**src/rtl/pcs_pkg.sv**
```systemverilog
package pcs_pkg;
  // Geometry of the pixel path
  localparam int unsigned WORD_W       = 8;
  localparam int unsigned PIX_W        = 4;
  localparam int unsigned COL_W        = 8;
  localparam int unsigned PIX_PER_WORD = WORD_W / PIX_W;
  localparam int unsigned PAL_DEPTH    = 1 << PIX_W;
  localparam int unsigned PH_W         = (PIX_PER_WORD > 1) ? $clog2(PIX_PER_WORD) : 1;
  localparam int unsigned N_GROUPS     = 2;

  typedef enum logic {
    ORDER_NORMAL  = 1'b0,
    ORDER_REVERSE = 1'b1
  } shift_order_e;
endpackage

```
**src/rtl/pcs_reset_sync.sv**
```systemverilog
module pcs_reset_sync (
  input  logic clk,
  input  logic rst_n,
  output logic rst_n_sync
);
  logic [1:0] sync_q;

  // Assert asynchronously, release after two clock edges
  always_ff @(posedge clk or negedge rst_n) begin
    if (!rst_n) sync_q <= 2'b00;
    else        sync_q <= {sync_q[0], 1'b1};
  end

  assign rst_n_sync = sync_q[1];
endmodule

```
**src/rtl/pcs_pixel_timer.sv**
```systemverilog
module pcs_pixel_timer #(
  parameter int unsigned PIX_PER_WORD = 2,
  parameter int unsigned PH_W         = 1
) (
  input  logic clk,
  input  logic rst_n,
  input  logic pix_en,
  output logic load,
  output logic step
);
  logic [PH_W-1:0] phase_q, phase_d;
  logic            at_load;

  assign at_load = (phase_q == '0);

  always_comb begin
    phase_d = phase_q;
    if (pix_en) begin
      if (phase_q == PH_W'(PIX_PER_WORD - 1)) phase_d = '0;
      else                                     phase_d = phase_q + 1'b1;
    end
  end

  always_ff @(posedge clk or negedge rst_n) begin
    if (!rst_n) phase_q <= '0;
    else        phase_q <= phase_d;
  end

  assign load = pix_en & at_load;
  assign step = pix_en & ~at_load;

  // Two consecutive load slots are impossible
  AST_LOAD_SPACING: assert property (@(posedge clk) disable iff (!rst_n)
    load |=> !load);

  // A load slot is always followed, at the next enable, by a shift slot
  AST_STEP_AFTER_LOAD: assert property (@(posedge clk) disable iff (!rst_n)
    (load && PIX_PER_WORD > 1) |=> (pix_en -> step) || !pix_en);
endmodule

```
**src/rtl/pcs_nibble_shifter.sv**
```systemverilog
module pcs_nibble_shifter
  import pcs_pkg::*;
#(
  parameter int unsigned  WORD_W = 8,
  parameter int unsigned  PIX_W  = 4,
  parameter shift_order_e ORDER  = ORDER_NORMAL
) (
  input  logic              clk,
  input  logic              rst_n,
  input  logic              load,
  input  logic              step,
  input  logic [WORD_W-1:0] word,
  output logic [PIX_W-1:0]  pixel
);
  logic [WORD_W-1:0] sh_q, sh_d;
  logic [WORD_W-1:0] shifted;

  generate
    if (ORDER == ORDER_NORMAL) begin : g_msb_first
      assign pixel   = sh_q[WORD_W-1 -: PIX_W];
      assign shifted = sh_q << PIX_W;
    end else begin : g_lsb_first
      assign pixel   = sh_q[PIX_W-1:0];
      assign shifted = sh_q >> PIX_W;
    end
  endgenerate

  always_comb begin
    sh_d = sh_q;
    if (load)      sh_d = word;
    else if (step) sh_d = shifted;
  end

  always_ff @(posedge clk or negedge rst_n) begin
    if (!rst_n) sh_q <= '0;
    else        sh_q <= sh_d;
  end

  // Without a load or shift slot the shifter is frozen
  AST_SHIFTER_HOLD: assert property (@(posedge clk) disable iff (!rst_n)
    !(load || step) |=> $stable(sh_q));

  // A captured word is present in full right after its load slot
  AST_SHIFTER_CAPTURE: assert property (@(posedge clk) disable iff (!rst_n)
    load |=> sh_q == $past(word));
endmodule

```
**src/rtl/pcs_palette.sv**
```systemverilog
module pcs_palette #(
  parameter int unsigned PIX_W     = 4,
  parameter int unsigned COL_W     = 8,
  parameter int unsigned PAL_DEPTH = 16
) (
  input  logic             clk,
  input  logic             rst_n,
  input  logic             pix_en,
  input  logic             blank,
  input  logic [PIX_W-1:0] pix_idx,
  input  logic             cpu_we,
  input  logic [PIX_W-1:0] cpu_idx,
  input  logic [COL_W-1:0] cpu_data,
  output logic [COL_W-1:0] colour_q
);
  logic [PAL_DEPTH-1:0][COL_W-1:0] mem_q, mem_d;
  logic [PIX_W-1:0]                addr;
  logic [COL_W-1:0]                lookup;
  logic [COL_W-1:0]                colour_d;
  logic                            wr_fire;

  // Address selector: CPU index wins over pixel stream during a write
  assign addr    = cpu_we ? cpu_idx : pix_idx;
  assign wr_fire = pix_en & cpu_we;

  // Read path; a write shows its own data in the same slot
  always_comb begin
    if (cpu_we) lookup = cpu_data;
    else        lookup = mem_q[addr];
  end

  always_comb begin
    mem_d = mem_q;
    if (wr_fire) mem_d[addr] = cpu_data;
  end

  always_comb begin
    colour_d = colour_q;
    if (pix_en) colour_d = blank ? '0 : lookup;
  end

  always_ff @(posedge clk or negedge rst_n) begin
    if (!rst_n) begin
      mem_q    <= '0;
      colour_q <= '0;
    end else begin
      mem_q    <= mem_d;
      colour_q <= colour_d;
    end
  end

  AST_NO_WRITE_IDLE: assert property (@(posedge clk) disable iff (!rst_n)
    !pix_en |=> $stable(mem_q));

  AST_WRITE_STORED: assert property (@(posedge clk) disable iff (!rst_n)
    wr_fire |=> mem_q[$past(cpu_idx)] == $past(cpu_data));

  AST_WRITE_BYPASS: assert property (@(posedge clk) disable iff (!rst_n)
    (wr_fire && !blank) |=> colour_q == $past(cpu_data));

  AST_BLANK_BLACK: assert property (@(posedge clk) disable iff (!rst_n)
    (pix_en && blank) |=> colour_q == '0);

  AST_COLOUR_HOLD: assert property (@(posedge clk) disable iff (!rst_n)
    !pix_en |=> $stable(colour_q));
endmodule

```
**src/rtl/pixel_colour_serializer.sv**
```systemverilog
module pixel_colour_serializer
  import pcs_pkg::*;
(
  input  logic              clk,
  input  logic              rst_n,
  input  logic              pix_en,
  input  logic              blank,
  input  logic              flip,
  input  logic [WORD_W-1:0] vram_word,
  input  logic              cpu_we,
  input  logic [PIX_W-1:0]  cpu_idx,
  input  logic [COL_W-1:0]  cpu_data,
  output logic [COL_W-1:0]  colour
);
  logic                 rst_n_sync;
  logic                 load;
  logic                 step;
  logic [PIX_W-1:0]     grp_pix [N_GROUPS];
  logic [PIX_W-1:0]     pix_sel;

  pcs_reset_sync u_rst (
    .clk        (clk),
    .rst_n      (rst_n),
    .rst_n_sync (rst_n_sync)
  );

  pcs_pixel_timer #(
    .PIX_PER_WORD (PIX_PER_WORD),
    .PH_W         (PH_W)
  ) u_timer (
    .clk    (clk),
    .rst_n  (rst_n_sync),
    .pix_en (pix_en),
    .load   (load),
    .step   (step)
  );

  // Group 0 shifts high nibble first, group 1 low nibble first
  for (genvar g = 0; g < N_GROUPS; g++) begin : g_group
    pcs_nibble_shifter #(
      .WORD_W (WORD_W),
      .PIX_W  (PIX_W),
      .ORDER  ((g == 0) ? ORDER_NORMAL : ORDER_REVERSE)
    ) u_shift (
      .clk   (clk),
      .rst_n (rst_n_sync),
      .load  (load),
      .step  (step),
      .word  (vram_word),
      .pixel (grp_pix[g])
    );
  end

  // Orientation selector
  assign pix_sel = grp_pix[flip ? 1 : 0];

  pcs_palette #(
    .PIX_W     (PIX_W),
    .COL_W     (COL_W),
    .PAL_DEPTH (PAL_DEPTH)
  ) u_pal (
    .clk      (clk),
    .rst_n    (rst_n_sync),
    .pix_en   (pix_en),
    .blank    (blank),
    .pix_idx  (pix_sel),
    .cpu_we   (cpu_we),
    .cpu_idx  (cpu_idx),
    .cpu_data (cpu_data),
    .colour_q (colour)
  );

  AST_RESET_BLACK: assert property (@(posedge clk)
    !rst_n_sync |=> colour == '0);
endmodule

```
**config.mk**
```make
export PLATFORM = sky130hd
export DESIGN_NAME = pixel_colour_serializer
export DESIGN_NICKNAME = d
export VERILOG_FILES = /design/src/rtl/pcs_pkg.sv /design/src/rtl/pcs_reset_sync.sv /design/src/rtl/pcs_pixel_timer.sv /design/src/rtl/pcs_nibble_shifter.sv /design/src/rtl/pcs_palette.sv /design/src/rtl/pixel_colour_serializer.sv
export SDC_FILE = /design/constraint.sdc
export NUM_CORES = 1
export LEC_CHECK = 0
export ABC_AREA = 0
export BUFFER_PORTS_ARGS = -buffer_cell sky130_fd_sc_hd__buf_2
export CORE_MARGIN = 3
export CORE_UTILIZATION = 45
export DETAILED_ROUTE_END_ITERATION = 8
export GPL_ROUTABILITY_DRIVEN = 0
export PLACE_DENSITY = 0.7
export SLEW_MARGIN = 20
export SYNTH_ARGS = -nofsm -noshare
export SYNTH_HDL_FRONTEND = slang
export SYNTH_SLANG_ARGS = --single-unit
```
**constraint.sdc**
```tcl
create_clock -name clk -period 5.03 [get_ports clk]
set_input_delay 1.006 -clock clk [delete_from_list [all_inputs] [get_ports clk]]
set_output_delay 1.006 -clock clk [all_outputs]
set_load 0.02 [all_outputs]
```
Yosys cells after proc, flatten, opt, wreduce, memory -nomap -nowiden. Index checks and enable logic that the tools add are counted.

Flip-flop bits (word level): 155. Input port bits: 26. Logic and storage cells: 49.

$add $sub $neg: 1. Magnitude comparators: 3. Mux-type cells: 17. Bitwise gates (word level): 5. Reduce and logical (&&, ||, !) cells: 2.

Operators by type and width (number): bitwise mux 128 bit (1); two-way mux 8 bit (8); binary-select mux 8 bit (select 4 bit) (1); demux 8 bit (select 4 bit) (1); greater-or-equal comparator 32 x 2 -> 1 bit (second input constant) (1); inverter 1 -> 32 bit (1); two-way mux 4 bit (4); < comparator 4 x 5 -> 1 bit (second input constant) (1); greater-or-equal comparator 4 x 1 -> 1 bit (second input constant) (1); AND 1 bit (3); two-way mux 1 bit (2); nonzero test 2 bit (1); adder 1 bit (second input constant) (1); logical AND 1 bit (1); inverter 1 bit (1).

Longest topological paths before layout.
Depth after elaboration: 11. Depth in mapped cells: 10.

By module. From an unflattened synthesis, not the netlist that was laid out.

Cells, all modules: 558. Area total of the unflattened synthesis: 7151.9 µm².

Modules (own cells, without submodules): pcs_palette (times used 1, cells each 474, area each 6222.2 µm², sequential area each 3403.3 µm²); pcs_nibble_shifter (g_group[1].u_shift) (times used 1, cells each 38, area each 395.4 µm², sequential area each 200.2 µm²); pcs_nibble_shifter (g_group[0].u_shift) (times used 1, cells each 35, area each 385.4 µm², sequential area each 200.2 µm²); pcs_reset_sync (times used 1, cells each 3, area each 53.8 µm², sequential area each 50.0 µm²); pcs_pixel_timer (times used 1, cells each 4, area each 50.0 µm², sequential area each 25.0 µm²); pixel_colour_serializer (times used 1, cells each 4, area each 45.0 µm², sequential area each 0.0 µm²).

Worst setup path before layout. Ideal clock, no wire load.

Kind: input to register. Start point: input cpu_we. End point: register u_pal.mem_q[87] (netlist name). Setup time: 0.125 ns. Arrival time: 2.525 ns. Required time: 4.905 ns. Path slack: 2.381 ns. Cell stages on the path: 7. Path through: buf_2 -> inv_1 -> mux2i_4 -> or2_2 -> buf_2 -> nor2_4 -> mux2_2.

Longest elaborated chain between the ends: 6. Elaborated cells between the ends (all ways): 8. Those cells by class: order compare: 2; mux: 4; bitwise: 1; reduce/logical: 1.

Ends and longest elaborated chain: start: declaration (line pixel_colour_serializer.sv:10) `input logic cpu_we,`; two-way mux 4 bit (line pcs_palette.sv:23) `assign addr = cpu_we ? cpu_idx : pix_idx;`; < comparator 4 x 5 -> 1 bit (implied by the code) / greater-or-equal comparator 4 x 1 -> 1 bit (equally long branches) (line pcs_palette.sv:34) `if (wr_fire) mem_d[addr] = cpu_data;`; logical AND 1 bit (implied by the code) (line pcs_palette.sv:34); two-way mux 8 bit (implied by the code) (line pcs_palette.sv:34); demux 8 bit (select 4 bit); bitwise mux 128 bit (line pcs_palette.sv:34); end signal: assignment (line pcs_palette.sv:47) `mem_q <= mem_d;`; end: declaration (line pcs_palette.sv:16) `logic [PAL_DEPTH-1:0][COL_W-1:0] mem_q, mem_d;`.

Several ways; a longest one is shown, not always the timed one. A chain may end at the register's enable or synchronous reset.

Worst setup path in the final report.
Start point: input cpu_we. End point: register u_pal.colour_q[1].

Longest elaborated chain between the ends: 5.

Ends and longest elaborated chain: two-way mux 4 bit (line pcs_palette.sv:23); binary-select mux 8 bit (select 4 bit) (line pcs_palette.sv:29) `else lookup = mem_q[addr];`; two-way mux 8 bit (implied by the code) (line pcs_palette.sv:29); two-way mux 8 bit * (line pcs_palette.sv:28) `if (cpu_we) lookup = cpu_data;`; two-way mux 8 bit * (line pcs_palette.sv:39) `if (pix_en) colour_d = blank ? '0 : lookup;`; end signal: assignment (line pcs_palette.sv:48) `colour_q <= colour_d;`; end: declaration (line pcs_palette.sv:14) `output logic [COL_W-1:0] colour_q`.

Mark *: on every way between the ends. The rest lies on a longest branch, timed or not. The select of a mux whose other input is x is not followed.

==> summary.md <==
| Metric | Value |
|---|---|
| Status | finished clean |
| Largest family of logic cells by synthesized area | multiplexers |
| Final setup vio count | 0 |
| Port buffer count | 33 |
| Synth cell types | 40 |
| Gr usage total | 20.6% |
| Clk buf depth | 2 |
| Period utilization | 58.8% |
| Sequential area share after synthesis | roughly 54% |
| Setup repair bufs after CTS | 0 |
| CP Max Fanout | 33 |
| Max-slew headroom | about 27% |
| Uppermost layer routed | met4 |
| Hold crit path type | input pin to async pin |
| Adder and majority gate portion of the synthesized area | 0% |
| Total negative slack | 0 ns |
| Metal-1 WL | a little under 8000 um |
| Critical path launch point type | input pin |
| Drt total wl | ~17000 um |
| Setup crit end kind | flop |
| Crit path kind | input pin to flop |
| Measured slew at the worst slew-check pin | 1.10 ns |
| Die area | between 15000 and 20000 um2 |
| Leakage power | about 3.7 nW |
| Die Width | ~130 um |
| Layout cell share with drive strength beyond 1 | 36.2% |
| CP max stage delay | 0.74 ns |
| Skew-Pair Late Insertion Delay | ~0.43 ns |
| Initial core utilization | about 47% |
| Simple logic cell fraction of the synthesized area | 11.5% |
| Post-synthesis mux area share | around 25% |
| CP top delay family | compound AO/OA/AOI/OAI gates |
| Syn Area/Cell | approximately 12 um2 |
| Fillers | roughly 1300 |
| Required time worst endpoint | 5.33 ns |
| Post-DP HPWL | around 11000 um |
| Finished Cell Area | 8190 um2 |
| Clock-pin slew on the worst setup and hold paths | 0.06 ns |
| Met3 WL | 800 um |
| Nets | around 680 |
| Vias | between 5000 and 6000 |
| Routed vias/inst | approximately 5.7 |
| Mapped cell area | between 7000 and 8000 um2 |
| Critical path's slowest cell | mux2_2 |
| Buf/Inv on CP | 2 |
| Post-layout util | a little over half |
| Pwr/cell area | between 500 and 600 nW/um2 |
| # hold bufs at CTS | 0 |
| Core area | ~15000 um2 |
| Vias in the first global route | between 5000 and 6000 |
| Clk Tree Root Cell | clkbuf_16 |
| TritonRoute pass-1 iters | 5 |
| Drt drc | 0 |
| Final Hold Vio Count | 0 |
| Synth Flop Type | dfrtp_1 |
| Initial antenna violation count | 1 |
| CTS Buf Count | 17 |
| Maximum clock frequency | between 300 and 400 MHz |
| Placement Rows | 45 |
| Area after DPL | between 7000 and 8000 um2 |
| Async SR Flop Fraction | between 90% and 100% |
| Area growth from synthesis to layout | 13.0% |
| Max-cap violations | 0 |
| CTS resizes | 0 |
| Reg area | 3880 um2 |
| Tmin final | between 2 and 3 ns |
| Final WS setup | roughly 2.1 ns |
| Synthesized flop and latch total | approximately 160 |
| Worst Skew | between 0.006 and 0.007 ns |
| Largest net degree at the start of global routing | between 70 and 80 |
| DR WL/cell | 20.0 um |
| First DRT Iteration DRCs | between 400 and 500 |
| Metal2 WL | between 8000 and 9000 um |
| Clock Sinks | 155 |
| Compound-Gate Fraction of Synth Area | between 7 and 8% |
| Htree depth | 4 |
| ANT nets after route | 0 |
| IO Pins | 34 |
| Critical path cell sequence | buf_2 > inv_1 > mux2_2 > nor2_1 > a221o_1 > a31oi_1 > o31ai_1 |
| Area of the multi-input gates | approximately 3200 um2 |
| Worst setup path start | cpu_we |
| R2r startpoint | g_group[0].u_shift.sh_q[4]$_DFFE_PN0P_ |
| Die H | about 130 um |
| Synthesized Nets | ~650 |
| Final slew viol count | 0 |
| Final Hold Slack | approximately 0.35 ns |
| Number of synthesized flops with an enable pin | 0 |
| First-pass GRT wire length | about 28000 um |
| Yosys warns | 0 |
| Synth Instances | roughly 630 |
| Pre-CTS setup slack | roughly 1.7 ns |
| Peak VDD IR | around 0.25 mV |
| Crit path DAT | between 3 and 4 ns |
| Xor and xnor area share after synthesis | less than 1% |
| RSZ-0062 raised after global routing | false |
| Grt total ovfl | 0 |
| TritonCTS clock tree | yes |
[through the flow]
stage          std cells  total power, mW
2_1_floorplan        627             2.65
3_5_place_dp         841             2.93
4_1_cts              872             4.29
6_report             873             4.28
3_3_place_gp         841             2.88
5_1_grt              873             4.50
[final cells by class]
class / count / share of cell area [%]
multi-input cells: 432 / 39.0
flip-flops and latches: 155 / 47.4
repair buffers: 41 / 2.75
diodes: 1 / 0.0306
inverters: 2 / 0.0917
clock buffers: 23 / 5.84
clock inverters: 8 / 1.71
well taps: 211 / 3.22
[worst register-to-register path, stage by stage, from the launching register on]
cell     delay, ns
dfrtp_1       0.38
mux2_4        0.30
o21ai_2       0.84
nand2_1       0.12
a22oi_1       0.30
o22ai_1       0.21
o31ai_1       0.27
[worst paths after layout]
kind	to	slack, ns	depth (start not counted)
max	u_pal.colour_q[1]$_DFFE_PN0P_	2.07	7
min reg2reg	u_rst.sync_q[1]$_DFF_PN0_	0.35	0
min in group clk	u_rst.sync_q[1]$_DFF_PN0_	0.35	0
max reg2reg	u_pal.colour_q[6]$_DFFE_PN0P_	2.50	6
min	u_rst.sync_q[1]$_DFF_PN0_	0.35	1
max in group asynchronous	u_pal.mem_q[101]$_DFFE_PN0P_	3.42	1
[state kept, by name, indices dropped and copies added (netlist names)]
name	cells
u_pal.mem_q	128
g_group.u_shift.sh_q	16
u_pal.colour_q	8
u_rst.sync_q	2
u_timer.phase_q	1
[report_power, final]
part / internal [mW] / leakage, nW / switching [mW]
Clock: 0.864 / 0.307 / 0.490
Combinational: 0.513 / 1.40 / 0.507
Sequential: 1.66 / 1.96 / 0.246
[per-layer routing]
layer | global-route usage, % | up-vias
met1 | 27.2 | 2548
met3 | 3.80 | 39
met2 | 33.2 | 155
met5 | 0 | -
met4 | 8.78 | 0
li1 | - | 2261
[synthesized netlist by cell type (8+ instances only)]
library cell	instances	share of area, %
nand3_1	34	2.3
nand2_1	111	5.7
o21ai_0	8	0.55
mux2_2	147	23
dfrtp_1	155	54
nor2b_1	9	0.78
a21oi_1	42	2.9
o31ai_1	8	0.83
clkbuf_1	21	1.1
nor2_1	13	0.67
buf_2	13	0.90
a31oi_1	8	0.69
[cell families after synthesis]
group           after synthesis
compound gates               86
xor+xnor                      1
buf+inv                      40
flops                       155
mux                         157
other cells                   1
simple gates                187
[placed cells by master (no fill, tap or decap), drive strengths merged]
cell and instances:
buf 41, bufinv 4, o21ai 10, or2 2, nor3 1, nor2 23
a32oi 7, a21oi 42, nand4 2, nor3b 1, a221o 7, nand3 34
nand4b 1, nor2b 9, nand2b 2, clkbuf 23, mux2i 3, nand2 111
o31ai 8, o22ai 1, clkinv 4, xor2 1, o21a 1, conb 1
inv 2, a22oi 2, and2 1, diode 1, mux2 154, a31oi 8
dfrtp 155
Power figures use the tool's default switching activity.
